[config.mk]
export PLATFORM = sky130hd
export DESIGN_NAME = prio_irq_collector
export DESIGN_NICKNAME = d
export VERILOG_FILES = /design/src/rtl/pic_pkg.sv /design/src/rtl/pic_src_bank.sv /design/src/rtl/pic_arb.sv /design/src/rtl/pic_lvl_track.sv /design/src/rtl/prio_irq_collector.sv
export SDC_FILE = /design/constraint.sdc
export NUM_CORES = 2
export LEC_CHECK = 0
export BUFFER_PORTS_ARGS = -buffer_cell sky130_fd_sc_hd__buf_2
export CAP_MARGIN = 20
export CORE_MARGIN = 1.5
export CORE_UTILIZATION = 35
export DETAILED_ROUTE_END_ITERATION = 8
export GPL_ROUTABILITY_DRIVEN = 0
export PLACE_DENSITY = 0.56
export SYNTH_ARGS = -nofsm -noshare
export SYNTH_HDL_FRONTEND = slang
export SYNTH_SLANG_ARGS = --single-unit
[constraint.sdc]
create_clock -name clk -period 172 [get_ports clk]
set_input_delay 34.4 -clock clk [delete_from_list [all_inputs] [get_ports clk]]
set_output_delay 34.4 -clock clk [all_outputs]
set_load 0.02 [all_outputs]
[src/rtl/pic_pkg.sv]
package pic_pkg;
  localparam int PW   = 2;
  localparam int NLVL = 1 << PW;

  typedef enum logic [1:0] {
    OP_WR  = 2'd0,
    OP_SET = 2'd1,
    OP_CLR = 2'd2,
    OP_TOG = 2'd3
  } alias_op_t;

  function automatic logic [31:0] alias_apply(input logic [31:0] cur,
                                              input logic [31:0] wd,
                                              input alias_op_t   op);
    case (op)
      OP_WR:   return wd;
      OP_SET:  return cur | wd;
      OP_CLR:  return cur & ~wd;
      default: return cur ^ wd;
    endcase
  endfunction
endpackage

[src/rtl/pic_src_bank.sv]
module pic_src_bank
  import pic_pkg::*;
#(
  parameter  int NSRC  = 64,
  localparam int PER   = 4,
  localparam int NWORD = NSRC / PER,
  localparam int IW    = $clog2(NWORD)
) (
  input  logic                  clk,
  input  logic                  rst,
  input  logic                  we,
  input  logic [IW-1:0]         widx,
  input  alias_op_t             wop,
  input  logic [31:0]           wdata,
  input  logic [NSRC-1:0]       lines,
  output logic [NWORD*32-1:0]   words_flat,
  output logic [NSRC-1:0]       pend,
  output logic [PW*NSRC-1:0]    prio_flat
);
  logic [31:0] cw [NWORD];

  always_ff @(posedge clk) begin
    if (rst) begin
      for (int k = 0; k < NWORD; k++) cw[k] <= '0;
    end else if (we) begin
      cw[widx] <= alias_apply(cw[widx], wdata, wop);
    end
  end

  for (genvar k = 0; k < NWORD; k++) begin : g_word
    assign words_flat[k*32 +: 32] = cw[k];
  end

  for (genvar n = 0; n < NSRC; n++) begin : g_src
    localparam int WI = n / PER;
    localparam int BO = 8 * (n % PER);
    assign prio_flat[n*PW +: PW] = cw[WI][BO +: PW];
    assign pend[n] = cw[WI][BO+2] & (lines[n] | cw[WI][BO+3]);
  end
endmodule

[src/rtl/pic_arb.sv]
module pic_arb
  import pic_pkg::*;
#(
  parameter  int NSRC = 64,
  localparam int NW   = $clog2(NSRC)
) (
  input  logic [NSRC-1:0]     pend,
  input  logic [PW*NSRC-1:0]  prio_flat,
  input  logic [PW:0]         min_lvl,
  output logic                found,
  output logic [NW-1:0]       num,
  output logic [PW-1:0]       lvl
);
  always_comb begin
    logic [PW-1:0] p;
    found = 1'b0;
    num   = '0;
    lvl   = '0;
    for (int i = 0; i < NSRC; i++) begin
      p = prio_flat[i*PW +: PW];
      if (pend[i] && ({1'b0, p} >= min_lvl) && (!found || p > lvl)) begin
        found = 1'b1;
        num   = NW'(i);
        lvl   = p;
      end
    end
  end
endmodule

[src/rtl/pic_lvl_track.sv]
module pic_lvl_track
  import pic_pkg::*;
(
  input  logic            clk,
  input  logic            rst,
  input  logic            set_evt,
  input  logic [PW-1:0]   set_lvl,
  input  logic [NLVL-1:0] ack_mask,
  output logic [NLVL-1:0] in_svc,
  output logic            any_svc,
  output logic [PW:0]     floor_lvl
);
  logic [NLVL-1:0] nxt;

  always_comb begin
    nxt = in_svc & ~ack_mask;
    if (set_evt) nxt[set_lvl] = 1'b1;
  end

  always_ff @(posedge clk) begin
    if (rst) in_svc <= '0;
    else     in_svc <= nxt;
  end

  always_comb begin
    floor_lvl = '0;
    for (int l = 0; l < NLVL; l++)
      if (in_svc[l]) floor_lvl = (PW+1)'(l + 1);
  end

  assign any_svc = |in_svc;
endmodule

[src/rtl/prio_irq_collector.sv]
module prio_irq_collector
  import pic_pkg::*;
#(
  parameter int NSRC = 64,
  parameter int AW   = 12
) (
  input  logic             clk,
  input  logic             rst,
  input  logic [NSRC-1:0]  irq_lines,
  input  logic             bus_wr,
  input  logic             bus_rd,
  input  logic [AW-1:0]    bus_addr,
  input  logic [31:0]      bus_wdata,
  output logic [31:0]      bus_rdata,
  output logic             cpu_irq
);
  localparam int NWORD = NSRC / 4;
  localparam int IW    = $clog2(NWORD);
  localparam int NW    = $clog2(NSRC);
  localparam int XW    = AW - 4;
  localparam logic [XW-1:0] IX_VEC   = XW'(0);
  localparam logic [XW-1:0] IX_ACK   = XW'(1);
  localparam logic [XW-1:0] IX_CTRL  = XW'(2);
  localparam logic [XW-1:0] IX_STAT  = XW'(3);
  localparam logic [XW-1:0] IX_RAW0  = XW'(4);
  localparam logic [XW-1:0] IX_RAW1  = XW'(5);
  localparam logic [XW-1:0] IX_CW0   = XW'(6);
  localparam logic [XW-1:0] IX_CWE   = XW'(6 + NWORD);
  localparam logic [XW-1:0] IX_VBASE = XW'(6 + NWORD);
  localparam logic [XW-1:0] IX_SCR   = XW'(7 + NWORD);

  logic [XW-1:0]       idx;
  alias_op_t           op;
  logic                cw_hit;
  logic [IW-1:0]       cw_sel;
  logic [NWORD*32-1:0] cw_words;
  logic [NSRC-1:0]     pend;
  logic [PW*NSRC-1:0]  prio_flat;
  logic [2:0]          ctrl_q;
  logic [31:0]         vbase_q, scr_q, ctrl_nx, vbase_nx, vec_val, rd_mux;
  logic [NW-1:0]       status_q, win_num;
  logic [PW-1:0]       win_lvl;
  logic                win_found, svc_evt, any_svc;
  logic [NLVL-1:0]     in_svc, ack_mask;
  logic [PW:0]         svc_floor, min_lvl;
  logic [63:0]         raw_ext;

  assign idx     = bus_addr[AW-1:4];
  assign op      = alias_op_t'(bus_addr[3:2]);
  assign cw_hit  = (idx >= IX_CW0) && (idx < IX_CWE);
  assign cw_sel  = IW'(idx - IX_CW0);
  assign raw_ext = 64'(irq_lines);

  pic_src_bank #(.NSRC(NSRC)) u_bank (
    .clk(clk), .rst(rst), .we(bus_wr && cw_hit), .widx(cw_sel), .wop(op),
    .wdata(bus_wdata), .lines(irq_lines), .words_flat(cw_words),
    .pend(pend), .prio_flat(prio_flat)
  );

  assign min_lvl = (ctrl_q[2] && any_svc) ? (PW+1)'(NLVL) : svc_floor;

  pic_arb #(.NSRC(NSRC)) u_arb (
    .pend(pend), .prio_flat(prio_flat), .min_lvl(min_lvl),
    .found(win_found), .num(win_num), .lvl(win_lvl)
  );

  assign svc_evt  = win_found && (idx == IX_VEC) && (ctrl_q[1] ? bus_rd : bus_wr);
  assign ack_mask = (bus_wr && idx == IX_ACK) ? bus_wdata[NLVL-1:0] : '0;

  pic_lvl_track u_lvl (
    .clk(clk), .rst(rst), .set_evt(svc_evt), .set_lvl(win_lvl),
    .ack_mask(ack_mask), .in_svc(in_svc), .any_svc(any_svc),
    .floor_lvl(svc_floor)
  );

  assign ctrl_nx  = alias_apply({29'b0, ctrl_q}, bus_wdata, op);
  assign vbase_nx = alias_apply(vbase_q, bus_wdata, op) & 32'hFFFF_FFFC;
  assign vec_val  = vbase_q + (32'(win_num) << 2);

  always_ff @(posedge clk) begin
    if (rst) begin
      ctrl_q   <= '0;
      vbase_q  <= '0;
      scr_q    <= '0;
      status_q <= '0;
    end else begin
      if (bus_wr && idx == IX_CTRL)  ctrl_q  <= ctrl_nx[2:0];
      if (bus_wr && idx == IX_VBASE) vbase_q <= vbase_nx;
      if (bus_wr && idx == IX_SCR)   scr_q   <= alias_apply(scr_q, bus_wdata, op);
      if (svc_evt)                   status_q <= win_num;
    end
  end

  always_comb begin
    rd_mux = '0;
    if (cw_hit) begin
      rd_mux = cw_words[cw_sel*32 +: 32];
    end else begin
      case (idx)
        IX_VEC:   rd_mux = vec_val;
        IX_ACK:   rd_mux = 32'(in_svc);
        IX_CTRL:  rd_mux = 32'(ctrl_q);
        IX_STAT:  rd_mux = 32'(status_q);
        IX_RAW0:  rd_mux = raw_ext[31:0];
        IX_RAW1:  rd_mux = raw_ext[63:32];
        IX_VBASE: rd_mux = vbase_q;
        IX_SCR:   rd_mux = scr_q;
        default:  rd_mux = '0;
      endcase
    end
  end

  always_ff @(posedge clk) begin
    if (rst) begin
      bus_rdata <= '0;
      cpu_irq   <= 1'b0;
    end else begin
      if (bus_rd) bus_rdata <= rd_mux;
      cpu_irq <= ctrl_q[0] & win_found;
    end
  end
endmodule

==> results.tsv <==
metric	value	unit
outcome	complete, no violations	
cpMostUsedCell	nor2_1	
syn_area	42000	sq um
critical_path_class	input port to flop	
core_area	119000	sq um
first_global_vias	32200	
period_share	0.732	
syn2layout_area_growth	11.8	%
cts_sinks	620	
dieArea	122000	sq um
clk-insertion-delay-late	660	ps
cp-start-kind	input port	
clockRootBuffer	clkbuf_16	
ys_top_cells_by_area	edfxtp_1, ha_1, mux4_2	
die_w	349	um
synth_area_per_cell	10.1	sq um
hp-class	flop to flop	
die_h	349	um
fillers	11600	
crit_required	172480	ps
cts_resized	0	
cts_buffers	71	
final_core_util	0.396	
synth_cell_type_count	103	
grt_usage	0.252	
cts.clk_slew.worst_paths	60	ps
final_cell_mix	nor2_1, edfxtp_1, ha_1	
slowest_stage	a22oi_1	
timing.final.ws_setup	46040	ps
synth_nets	4626	
power_density	10.9	nW/um^2
synth_seq_cells	620	
antenna_found_initial	7	
drive_gt1_frac	0.165	
synth_seq_area_share	0.418	
grt_overflow_total	0	
cts_tree	built	
final_nets	4683	
ir_drop	8.00	uV
synth_edf_count	512	
synth_cells	4177	
ios	145	
core.rowCount	126	
worstMarginPinSlew	1200	ps
firstDrtPassIters	8	
cap_violations	0	
synth_warnings	0	
setup_viol	0	
slowest_delay	630	ps
crit_path_end_kind	flop	
grt_pass1_wl	226000	um
arrival	126450	ps
dr.first_iter.drc_count	4801	
vias_per_cell	5.89	
rsz0062_at_grt	no	
postRouteAntennaNets	0	
postCtsHoldBufs	0	
max_freq	7.94	MHz
cts-htree-levels	3	
final_common_cell	nor2_1	
synth_flop_cell	edfxtp_1	
initial_core_util	0.354	
post_cts_buffers	0	
synth.top_cell.area_share	0.366	
drt_wl_total	157000	um
pre_cts_ws	47080	ps
grt_start_max_net_pins	105	
vias	34700	
finalHoldViolations	0	
relSlewSlack	0.191	
clock_path_buffers	3	
dp_hpwl	111000	um
drc	0	
finalMaxSlewViolations	0	
leakage	17.4	nW
setup_tns	0	ps
async_flop_share	0	
finalCriticalPeriod	125960	ps
port_buffers	142	
clock_skew	38.9	ps
holdWs	482	ps
wl_per_cell	26.6	um
synth_top_cell_by_area	edfxtp_1	
crit_path_max_fanout	9	
## synth_stat cells (106+ instances only)
| master | number |
|---|---|
| a211oi_1 | 213 |
| a21oi_1 | 245 |
| clkbuf_1 | 208 |
| dfxtp_1 | 108 |
| edfxtp_1 | 512 |
| ha_1 | 336 |
| inv_1 | 273 |
| mux2_2 | 106 |
| mux4_2 | 161 |
| nand2_1 | 202 |
| nor2_1 | 849 |
| o21ai_0 | 145 |
## where the power goes
group	leakage [nW]	switching [W]	total [W]	internal [W]
sequential	6.13	0.00000358	0.000170	0.000167
clock	1.10	0.0000673	0.000151	0.0000840
combinational	10.2	0.000120	0.000191	0.0000713
## critical path, delay by kind of cell
family	cells	cell delay [ps]
compound gates	184	41390
simple gates	171	24470
fa+ha+maj	77	21400
mux	10	3320
buf+inv	13	1100
xor+xnor	1	210
## per-layer routing
metal,vias to the layer above,wire (um),track usage
met5,-,23,0
met4,4,7610,0.112
met3,240,14800,0.0408
met2,1638,68700,0.386
met1,17200,65400,0.348
li1,15600,-,-
## state kept, by name, indices dropped and copies added (netlist names)
name,flops
scr_q,32
status_q,6
u_bank.cw,512
u_lvl.in_svc,4
cpu_irq,1
bus_rdata,32
ctrl_q,3
vbase_q,30
## path summary, 6_finish.rpt
| path | startpoint | endpoint | slack (ps) | cells after the start |
|---|---|---|---|---|
| worst max-delay path | irq_lines[0] | bus_rdata[20] | 46040 | 456 |
| worst min-delay path | bus_rdata[5] | bus_rdata[5] | 480 | 2 |
| worst max register to register | u_lvl.in_svc[3] | bus_rdata[20] | 78180 | 459 |
| worst min register to register | bus_rdata[5] | bus_rdata[5] | 480 | 2 |
## stage by stage
step | total power (W) | area (sq um) | instances
final | 0.000513 | 47000 | 5895
after global routing | 0.000539 | 47000 | 5891
after CTS | 0.000510 | 47000 | 5891
after detailed placement | 0.000360 | 44700 | 5761
after global placement | 0.000358 | 44700 | 5760
after floorplan | 0.000304 | 42000 | 4177
## cell families after synthesis
kind of cell,after synthesis,synth area share
DFF,620,0.418
buffers and inverters,518,0.0466
xor gates and xnor gates,30,0.00626
muxes,281,0.118
adders and majority gates,351,0.104
and+or+nand+nor,1365,0.140
AOI/OAI and AO/OA,1012,0.167
## layout make-up
class	count	area, sq um	share of cell area
multi-input cells	3039	22700	0.484
flip-flops and latches	620	17500	0.373
well taps	1600	2000	0.0426
clock buffers	88	1900	0.0405
repair buffers	229	1420	0.0303
inverters	273	1020	0.0218
clock inverters	42	352	0.00748
diodes	4	10.0	0.000213
No activity file was read; power rests on OpenSTA's default activity.
